===== src/rtl/qenc_pkg.sv =====
package qenc_pkg;

    typedef enum logic [1:0] {
        MV_NONE = 2'd0,
        MV_UP   = 2'd1,
        MV_DOWN = 2'd2,
        MV_BAD  = 2'd3
    } move_e;

    typedef struct packed {
        logic valid;     // legal single-phase move
        logic fwd;       // direction of the move
        logic count_en;  // move advances the counter in the active mode
        logic bad;       // both phases changed together
    } step_t;

    // position of a phase pair {A,B} along the forward Gray walk
    function automatic logic [1:0] gray_pos(input logic [1:0] ab);
        case (ab)
            2'b00:   gray_pos = 2'd0;
            2'b01:   gray_pos = 2'd1;
            2'b11:   gray_pos = 2'd2;
            default: gray_pos = 2'd3;
        endcase
    endfunction

    function automatic move_e classify(input logic [1:0] prev_ab,
                                       input logic [1:0] cur_ab);
        logic [1:0] delta;
        delta = gray_pos(cur_ab) - gray_pos(prev_ab);
        case (delta)
            2'd0:    classify = MV_NONE;
            2'd1:    classify = MV_UP;
            2'd3:    classify = MV_DOWN;
            default: classify = MV_BAD;
        endcase
    endfunction

endpackage


===== src/rtl/qenc_sync.sv =====
module qenc_sync #(
    parameter int WIDTH  = 3,
    parameter int STAGES = 2
) (
    input  logic             clk,
    input  logic             rst,
    input  logic [WIDTH-1:0] din,
    output logic [WIDTH-1:0] dout
);
    logic [WIDTH-1:0] stage_q [STAGES];

    generate
        for (genvar s = 0; s < STAGES; s++) begin : g_stage
            always_ff @(posedge clk) begin
                if (rst)
                    stage_q[s] <= '0;
                else if (s == 0)
                    stage_q[s] <= din;
                else
                    stage_q[s] <= stage_q[(s == 0) ? 0 : s-1];
            end
        end
    endgenerate

    assign dout = stage_q[STAGES-1];
endmodule


===== src/rtl/qenc_decode.sv =====
module qenc_decode
    import qenc_pkg::*;
(
    input  logic  clk,
    input  logic  rst,
    input  logic  a_s,
    input  logic  b_s,
    input  logic  x2_mode,
    input  logic  x2_use_b,
    output step_t step
);
    logic [1:0] ab_q;
    logic       primed_q;
    logic [1:0] ab_now;
    move_e      mv;
    logic       sel_changed;

    assign ab_now = {a_s, b_s};

    always_ff @(posedge clk) begin
        if (rst) begin
            ab_q     <= 2'b00;
            primed_q <= 1'b0;
        end else begin
            ab_q     <= ab_now;
            primed_q <= 1'b1;
        end
    end

    always_comb begin
        mv          = primed_q ? classify(ab_q, ab_now) : MV_NONE;
        sel_changed = x2_use_b ? (ab_q[0] ^ ab_now[0]) : (ab_q[1] ^ ab_now[1]);
        step.valid    = (mv == MV_UP) || (mv == MV_DOWN);
        step.fwd      = (mv == MV_UP);
        step.bad      = (mv == MV_BAD);
        step.count_en = step.valid && (!x2_mode || sel_changed);
    end
endmodule


===== src/rtl/qenc_counter.sv =====
module qenc_counter
    import qenc_pkg::*;
#(
    parameter int CNT_W = 16
) (
    input  logic             clk,
    input  logic             rst,
    input  step_t            step,
    input  logic             clr,
    input  logic [CNT_W-1:0] reload,
    output logic [CNT_W-1:0] count,
    output logic             dir_up,
    output logic             wrap_evt,
    output logic             err_evt
);
    localparam logic [CNT_W-1:0] ONE = CNT_W'(1);

    always_ff @(posedge clk) begin
        if (rst) begin
            count    <= '0;
            dir_up   <= 1'b1;
            wrap_evt <= 1'b0;
            err_evt  <= 1'b0;
        end else begin
            wrap_evt <= 1'b0;
            err_evt  <= step.bad;
            if (step.valid)
                dir_up <= step.fwd;
            if (clr) begin
                count <= '0;
            end else if (step.count_en) begin
                if (step.fwd) begin
                    if (count >= reload) begin
                        count    <= '0;
                        wrap_evt <= 1'b1;
                    end else begin
                        count <= count + ONE;
                    end
                end else begin
                    if (count == '0) begin
                        count    <= reload;
                        wrap_evt <= 1'b1;
                    end else begin
                        count <= count - ONE;
                    end
                end
            end
        end
    end
endmodule


===== src/rtl/qenc_position.sv =====
module qenc_position
    import qenc_pkg::*;
#(
    parameter int CNT_W = 16
) (
    input  logic             clk,
    input  logic             rst,
    input  logic             enc_a,
    input  logic             enc_b,
    input  logic             enc_z,
    input  logic             x2_mode,
    input  logic             x2_use_b,
    input  logic             index_clear_en,
    input  logic [CNT_W-1:0] reload,
    output logic [CNT_W-1:0] count,
    output logic             dir_up,
    output logic             wrap_evt,
    output logic             err_evt
);
    localparam int SYNC_STAGES = 2;

    logic [2:0] raw_in;
    logic [2:0] sync_out;
    logic       z_q;
    logic       z_rise;
    step_t      step;

    assign raw_in = {enc_z, enc_a, enc_b};

    qenc_sync #(.WIDTH(3), .STAGES(SYNC_STAGES)) u_sync (
        .clk  (clk),
        .rst  (rst),
        .din  (raw_in),
        .dout (sync_out)
    );

    always_ff @(posedge clk) begin
        if (rst) z_q <= 1'b0;
        else     z_q <= sync_out[2];
    end

    assign z_rise = sync_out[2] & ~z_q;

    qenc_decode u_dec (
        .clk      (clk),
        .rst      (rst),
        .a_s      (sync_out[1]),
        .b_s      (sync_out[0]),
        .x2_mode  (x2_mode),
        .x2_use_b (x2_use_b),
        .step     (step)
    );

    qenc_counter #(.CNT_W(CNT_W)) u_cnt (
        .clk      (clk),
        .rst      (rst),
        .step     (step),
        .clr      (z_rise & index_clear_en),
        .reload   (reload),
        .count    (count),
        .dir_up   (dir_up),
        .wrap_evt (wrap_evt),
        .err_evt  (err_evt)
    );
endmodule


===== config.mk =====
export PLATFORM = sky130hd
export DESIGN_NAME = qenc_position
export DESIGN_NICKNAME = d
export VERILOG_FILES = /design/src/rtl/qenc_pkg.sv /design/src/rtl/qenc_sync.sv /design/src/rtl/qenc_decode.sv /design/src/rtl/qenc_counter.sv /design/src/rtl/qenc_position.sv
export SDC_FILE = /design/constraint.sdc
export NUM_CORES = 1
export LEC_CHECK = 0
export CAP_MARGIN = 20
export CORE_ASPECT_RATIO = 1.1
export CORE_MARGIN = 5
export CORE_UTILIZATION = 49
export CTS_CLUSTER_SIZE = 14
export DETAILED_ROUTE_END_ITERATION = 16
export GPL_TIMING_DRIVEN = 1
export PLACE_DENSITY = 0.88
export RECOVER_POWER = 50
export SYNTH_ARGS = -nofsm -noshare
export SYNTH_HDL_FRONTEND = slang
export SYNTH_SLANG_ARGS = --single-unit

===== constraint.sdc =====
create_clock -name clk -period 2.5 [get_ports clk]
set_input_delay 0.5 -clock clk [delete_from_list [all_inputs] [get_ports clk]]
set_output_delay 0.5 -clock clk [all_outputs]
set_load 0.01 [all_outputs]

=== Word level (Yosys, flattened, before mapping) ===
Memories as Yosys holds them, arrays and structs flattened.
Cells that the tools add are included.

* Output and inout port bits: 19
* Memory bits (writable): 6
* Memories: 1
* Bits of input ports: 24
* Register bits: 23

* Magnitude comparators: 1
* Bitwise operators: 8
* Multiplexer cells: 16
* Eq/ne operators: 9
* Reduce and logical (&&, ||, !) cells: 10
* Add/sub/neg operators: 3

{| class="wikitable"
|+ Memory list
! name !! words !! bits a word !! rd ports !! clocked after memory_dff !! wr ports !! RTL line !! text
|-
| u_sync.stage_q || 2 || 3 || 2 || 0 || 2 || qenc_sync.sv:10 || <nowiki>logic [WIDTH-1:0] stage_q [STAGES];</nowiki>
|}

{| class="wikitable"
|+ Operators by type and width
! operator !! count
|-
| $mux 16 || 3
|-
| $pmux 2 s3 || 3
|-
| $add 16x1->16 const B || 1
|-
| $ge 16x16->1 || 1
|-
| $logic_not 16->1 || 1
|-
| $sub 16x1->16 const B || 1
|-
| $eq 2x2->1 const B || 5
|-
| $eq 2x1->1 const B || 4
|-
| $mux 1 || 7
|-
| $logic_not 2->1 || 3
|-
| $mux 3 || 2
|-
| $reduce_or 3->1 || 1
|-
| $and 1x1->1 || 2
|-
| $logic_or 1x1->1 || 2
|-
| $mux 2 || 1
|-
| $not 1->1 || 2
|-
| $or 1x1->1 || 2
|-
| $reduce_or 2->1 || 1
|-
| $sub 2x2->2 || 1
|-
| $xor 1x1->1 || 2
|-
| $logic_and 1x1->1 || 1
|-
| $logic_not 1->1 || 1
|}

=== Logic depth before layout (Yosys ltp) ===
* Depth after elaboration: 11
* Mapped depth: 13

=== By module ===
A second synthesis with hierarchy kept.

* Cells, all modules: 328
* Area, all modules: 2638.8 um^2

{| class="wikitable"
|+ By module, submodules not included
! module !! cells each !! instances !! area each (um^2)
|-
| qenc_counter || 283 || 1 || 2173.3
|-
| qenc_decode || 30 || 1 || 272.8
|-
| qenc_sync || 12 || 1 || 157.7
|-
| qenc_position || 3 || 1 || 35.0
|}

=== Least setup slack after synthesis ===
No wires, ideal clock.

* Path type: register to register
* Start: memory u_sync.stage_q[1][0]
* End: register u_cnt.count[6]
* Clock period less this slack: 2.732 ns
* Path buffers: 1
* Path slack: -0.232 ns
* Arrival: 2.658 ns
* Library setup time: 0.074 ns
* Stages on the path, launching flop included: 13
* Path through: dfxtp_1 inv_1 ha_1 ha_1 inv_1 ha_1 and4bb_2 o211ai_1 a211o_1 a21oi_2 buf_2 o211ai_1 a31oi_1

{| class="wikitable"
|+ RTL lines
! what !! RTL line !! text
|-
| start: declaration || qenc_sync.sv:10 ||
|-
| end signal: assignment || qenc_counter.sv:37 || <nowiki>count <= count + ONE;</nowiki>
|-
| end signal: assignment || qenc_counter.sv:41 || <nowiki>count <= reload;</nowiki>
|-
| end signal: assignment || qenc_counter.sv:44 || <nowiki>count <= count - ONE;</nowiki>
|-
| end: declaration || qenc_counter.sv:11 || <nowiki>output logic [CNT_W-1:0] count,</nowiki>
|}

=== Final worst setup path ===
* Start: register u_dec.ab_q[0]
* End: register u_cnt.count[1]

* Word-level cells in the longest chain between the ends: 9
* Elaborated cells between the ends (all ways): 18
* Classes of those cells: 1 x add/sub; 6 x eq/ne; 5 x mux; 1 x bitwise; 5 x reduce/logical

{| class="wikitable"
|+ Ends and longest elaborated chain
! what !! RTL line !! text
|-
| start: declaration || qenc_decode.sv:12 || <nowiki>logic [1:0] ab_q;</nowiki>
|-
| start signal: assignment || qenc_decode.sv:25 || <nowiki>ab_q <= ab_now;</nowiki>
|-
| $eq 2x2->1, or another cell as far along || qenc_pkg.sv:19 || <nowiki>case (ab)</nowiki>
|-
| $pmux 2 s3 || qenc_pkg.sv:19 ||
|-
| $sub 2x2->2 || qenc_pkg.sv:30 || <nowiki>delta = gray_pos(cur_ab) - gray_pos(prev_ab);</nowiki>
|-
| $eq 2x2->1, or another cell as far along || qenc_pkg.sv:31 || <nowiki>case (delta)</nowiki>
|-
| $pmux 2 s3 || qenc_pkg.sv:31 ||
|-
| $mux 2 || qenc_decode.sv:31 || <nowiki>mv = primed_q ? classify(ab_q, ab_now) : MV_NONE;</nowiki>
|-
| $eq 2x1->1 or $eq 2x2->1 (tied branches) || qenc_decode.sv:33, qenc_decode.sv:34 ||
|-
| $logic_or 1x1->1 || qenc_decode.sv:33 || <nowiki>step.valid = (mv == MV_UP) || (mv == MV_DOWN);</nowiki>
|-
| $logic_and 1x1->1 || qenc_decode.sv:36 || <nowiki>step.count_en = step.valid && (!x2_mode || sel_changed);</nowiki>
|}

Several ways; a longest one is shown, not always the timed one.
A chain may end at the register's enable or synchronous reset.

==> summary.md <==
| Metric | Value |
|---|---|
| Syn Area/Cell | `7.66 µm²` |
| N_diodes | `0` |
| Sequential power share | `0.291` |
| Worst Hold Depth | `1` |
| Seq/Total Area, Yosys | `0.230` |
| Pre-CTS WS | `-222 ps` |
| Clk root buf | `clkbuf_8` |
| Share of cells above drive strength 1 | `0.229` |
| Bufs on Longest Clock Path | `2` |
| Floorplan core area | `5000 µm²` |
| Post-route ant nets | `0` |
| Worst path buffer plus inverter count | `3` |
| Worst hold slack | `439 ps` |
| Post-synth EDFFs | `0` |
| Cell with the largest stage delay on the worst path | `dfxtp_2` |
| Layout Nets | `about 460` |
| Xor/xnor cell area share of the yosys netlist | `0.0416` |
| Initial antenna violation count | `0` |
| Hold Crit Endpoint | `u_sync.stage_q[1][1]` |
| Worst EP required | `2710 ps` |
| Final setup fails | `15` |
| WL/cell | `about 16 µm` |
| I/O pin cnt | `between 40 and 50` |
| DIE WIDTH | `78.5 µm` |
| Pin count of the biggest net entering global routing | `26` |
| Pwr/cell area | `528 nW/µm²` |
| CTS H-tree lvls | `2` |
| P_sw | `0.000739 W` |
| Worst min path class | `register to register` |
| Status | `finished with violations` |
| WP data arrival | `2830 ps` |
| Peak VDD IR | `312 µV` |
| Top FF cell, synth | `dfxtp_1` |
| Pint | `0.00110 W` |
| Final Hold Vio Count | `0` |
| Multi-input gate area | `between 1500 and 2000 µm²` |
| GPL Wtd Cong | `0.996` |
| P&R area growth vs syn | `38.0%` |
| Starting Density | `0.506` |
| RSZ-0062 raised after global routing | `yes` |
| Final Skew | `just under 6 ps` |
| Logic pwr share | `0.498` |
| Largest family of logic cells by synthesized area | `simple AND/OR/NAND/NOR gates` |
| Slew headroom | `0.597` |
| Setup crit start kind | `register` |
| Family with the most delay on the worst path | `compound AO/OA/AOI/OAI gates` |
| Final wirelength | `7350 µm` |
| Total congestion overflow | `0` |
| Reg2reg path depth | `13` |
| Worst Max-Slew Pin Slew | `602 ps` |
| Post-synthesis adder-cell area fraction | `0.129` |
| Iter 0 DRT Violations | `318` |
| Max_cap viols | `0` |
| Rows | `27` |
| Clock Latency Late Sink | `290 ps` |
| Crit path time final | `2620 ps` |
| Flop and latch count out of synthesis | `29` |
| Post-Synthesis Cells | `330` |
| R2R setup slack | `-120 ps` |
| RR Startpoint | `u_dec.ab_q[0]` |
| Die area | `6700 µm²` |
| Slew Limit Fails | `0` |
| WS Path Type | `register to register` |
| Distinct cells, synth | `60` |
| First-pass GRT wire length | `12500 µm` |
| Number of global-route vias before repair | `2686` |
| Sink Count | `29` |
| Vias per Instance | `5.98` |
| Total track usage | `0.232` |
| Hold Startpoint | `u_sync.stage_q[0][1]` |
| Post-Syn Nets | `380` |
| CP Cell Sequence | `inv_2 > ha_4 > inv_2 > ha_4 > xnor2_4 > ha_4 > and4bb_2 > o211ai_1 > a211o_1 > a21oi_4 > buf_4 > a221oi_1 > a211oi_1` |
| Post-layout util | `0.698` |
| Yosys warnings | `0` |
| Asr flop ratio synth | `0` |
| Max FO, Critical Path | `6` |
| Compound-Gate Fraction of Synth Area | `0.211` |
| PnR worst setup slack | `-118 ps` |
| Sequential Area | `586 µm²` |
| Fill cells | `366` |
| Die Y | `between 80 and 90 µm` |
| Leakage | `~1.5 nW` |
| CTS tree | `built` |
| Mapped Area | `2530 µm²` |
| Clock slew at reported path FFs | `70 ps` |
| CTS buffer count | `5` |
| IO Port Bufs | `42` |
| DRC | `0` |
| HPWL after DPL | `5470 µm` |
| DRT Pass-1 Iters | `4` |
| Clock power share | `0.211` |
| Multiplexer share of the synthesized area | `0.00792` |
| Fmax | `382 MHz` |
| FF-to-FF End | `u_cnt.count[1]` |
| Post-CTS Hold Fix Bufs | `0` |
| Failing checks | `negative setup slack` |
| Power, Total | `0.00184 W` |
| DR vias | `2776` |
| Fin crit share | `1.05` |
| Simple-Gate Fraction of Synth Area | `0.294` |
| CP Capture Type | `register` |
| Most common cell on crit path | `ha_4` |
| Sw Share | `0.402` |
| Delay of the slowest critical-path stage | `350 ps` |
state kept, by name, summed over array words and instances (netlist names):
register / flops
u_cnt.count: 16
u_cnt.dir_up: 1
u_cnt.err_evt: 1
u_cnt.wrap_evt: 1
u_dec.ab_q: 2
u_dec.primed_q: 1
u_sync.stage_q: 6
z_q: 1
cell families (layout without fill, tap and decap cells):
kind of cell,after synthesis,count (layout)
AND/OR/NAND/NOR,136,136
XOR/XNOR,12,12
flip-flops,29,29
AO/OA/AOI/OAI,78,78
multiplexers,2,2
adder cells (fa/ha/maj),26,26
buffers and inverters,47,123
power by group through the flow:
stage | clock [W] | combinational [W] | sequential [W]
after global routing | 0.000417 | 0.00100 | 0.000542
after global placement | 0 | 0.000850 | 0.000544
after detailed placement | 0 | 0.000877 | 0.000545
final | 0.000389 | 0.000916 | 0.000536
after floorplan | 0 | 0.000638 | 0.000541
after CTS | 0.000387 | 0.000901 | 0.000536
per-stage QoR:
stage	cell area (µm²)	setup TNS (ps)	std cells
after global routing	3490	-3110	464
final	3490	-1160	464
after detailed placement	3320	-2810	452
after CTS	3480	-1070	463
after floorplan	2640	-3.40	330
after global placement	3320	-1880	452
placed cells by master (no fill, tap or decap), drive strengths merged, types with 2 or more instances in the layout:
cell type and n:
clkdlybuf4s50 36, xor2 5, nor2b 9, a31oi 9
clkinv 2, dlygate4sd3 6, a21oi 18, nand3 20
clkbuf 6, xnor2 7, buf 44, and3 2
inv 28, nor3 15, nor4 4, a211oi 5
or3 5, or4 2, nand3b 2, or2 4
nand4 5, a221oi 2, nor2 21, ha 26
nand2 38, dfxtp 29, nand2b 2, and2 2
o211ai 17, o21ai 12, mux2i 2
cells in the mapped netlist, types with 2 or more instances:
| master | number | area [µm²] |
|---|---|---|
| nand4_1 | 4 | 25.0 |
| nand2b_1 | 2 | 12.5 |
| dfxtp_1 | 29 | 581 |
| nor4_4 | 2 | 42.5 |
| clkbuf_1 | 7 | 26.3 |
| xnor2_1 | 7 | 61.3 |
| ha_1 | 26 | 325 |
| nor3_1 | 14 | 70.1 |
| nor4_1 | 2 | 12.5 |
| nand3b_1 | 2 | 15.0 |
| o21ai_0 | 11 | 55.1 |
| a221oi_1 | 2 | 17.5 |
| buf_6 | 4 | 45.0 |
| inv_1 | 28 | 105 |
| buf_2 | 6 | 30.0 |
| o211ai_1 | 17 | 128 |
| xor2_1 | 5 | 43.8 |
| a21oi_1 | 17 | 85.1 |
| nand3_1 | 19 | 95.1 |
| a211oi_1 | 5 | 37.5 |
| a31oi_1 | 9 | 56.3 |
| and2_1 | 2 | 12.5 |
| or2_2 | 3 | 18.8 |
| or4_4 | 2 | 22.5 |
| nand2_1 | 38 | 143 |
| mux2i_1 | 2 | 20.0 |
| nor2_1 | 21 | 78.8 |
| nor2b_1 | 9 | 56.3 |
| or3_1 | 4 | 25.0 |
how the worst max path moves through the flow:
stage                    startpoint         endpoint  slack (ps)  cells past startpoint
2_1_floorplan         u_dec.ab_q[0]   u_cnt.count[6]          -3                     13
6_report              u_dec.ab_q[0]   u_cnt.count[1]        -120                     13
3_3_place_gp             reload[13]  u_cnt.count[15]        -160                     10
5_1_grt        u_sync.stage_q[1][0]   u_cnt.count[8]        -240                     14
3_5_place_dp             reload[15]   u_cnt.count[1]        -220                     10
4_1_cts        u_sync.stage_q[1][0]  u_cnt.count[14]        -110                     13
per-layer routing:
layer | vias up | part of all wire | GRT usage
li1 | 1335 | - | -
met1 | 1266 | 0.39 | 0.268
met2 | 137 | 0.49 | 0.403
met3 | 38 | 0.074 | 0.0467
met4 | 0 | 0.043 | 0.119
met5 | - | 0 | 0
layout make-up:
type / instances / share of cell area
sequential: 29 / 0.168
timing repair buffer: 87 / 0.223
multi-input combinational: 254 / 0.533
clock inverter: 3 / 0.00502
inverter: 28 / 0.0301
tap: 58 / 0.0208
clock buffer: 5 / 0.0197
timing repair:
action / in CTS / in global routing
hold endpoints to repair: 0 / 0
buffers inserted: 2 / 1
resized for setup: 17 / 2
endpoints found under the setup margin: 17 / 17
pin swaps: 4 / 3
cloned: 1 / 0
No activity file was read; power rests on OpenSTA's default activity.
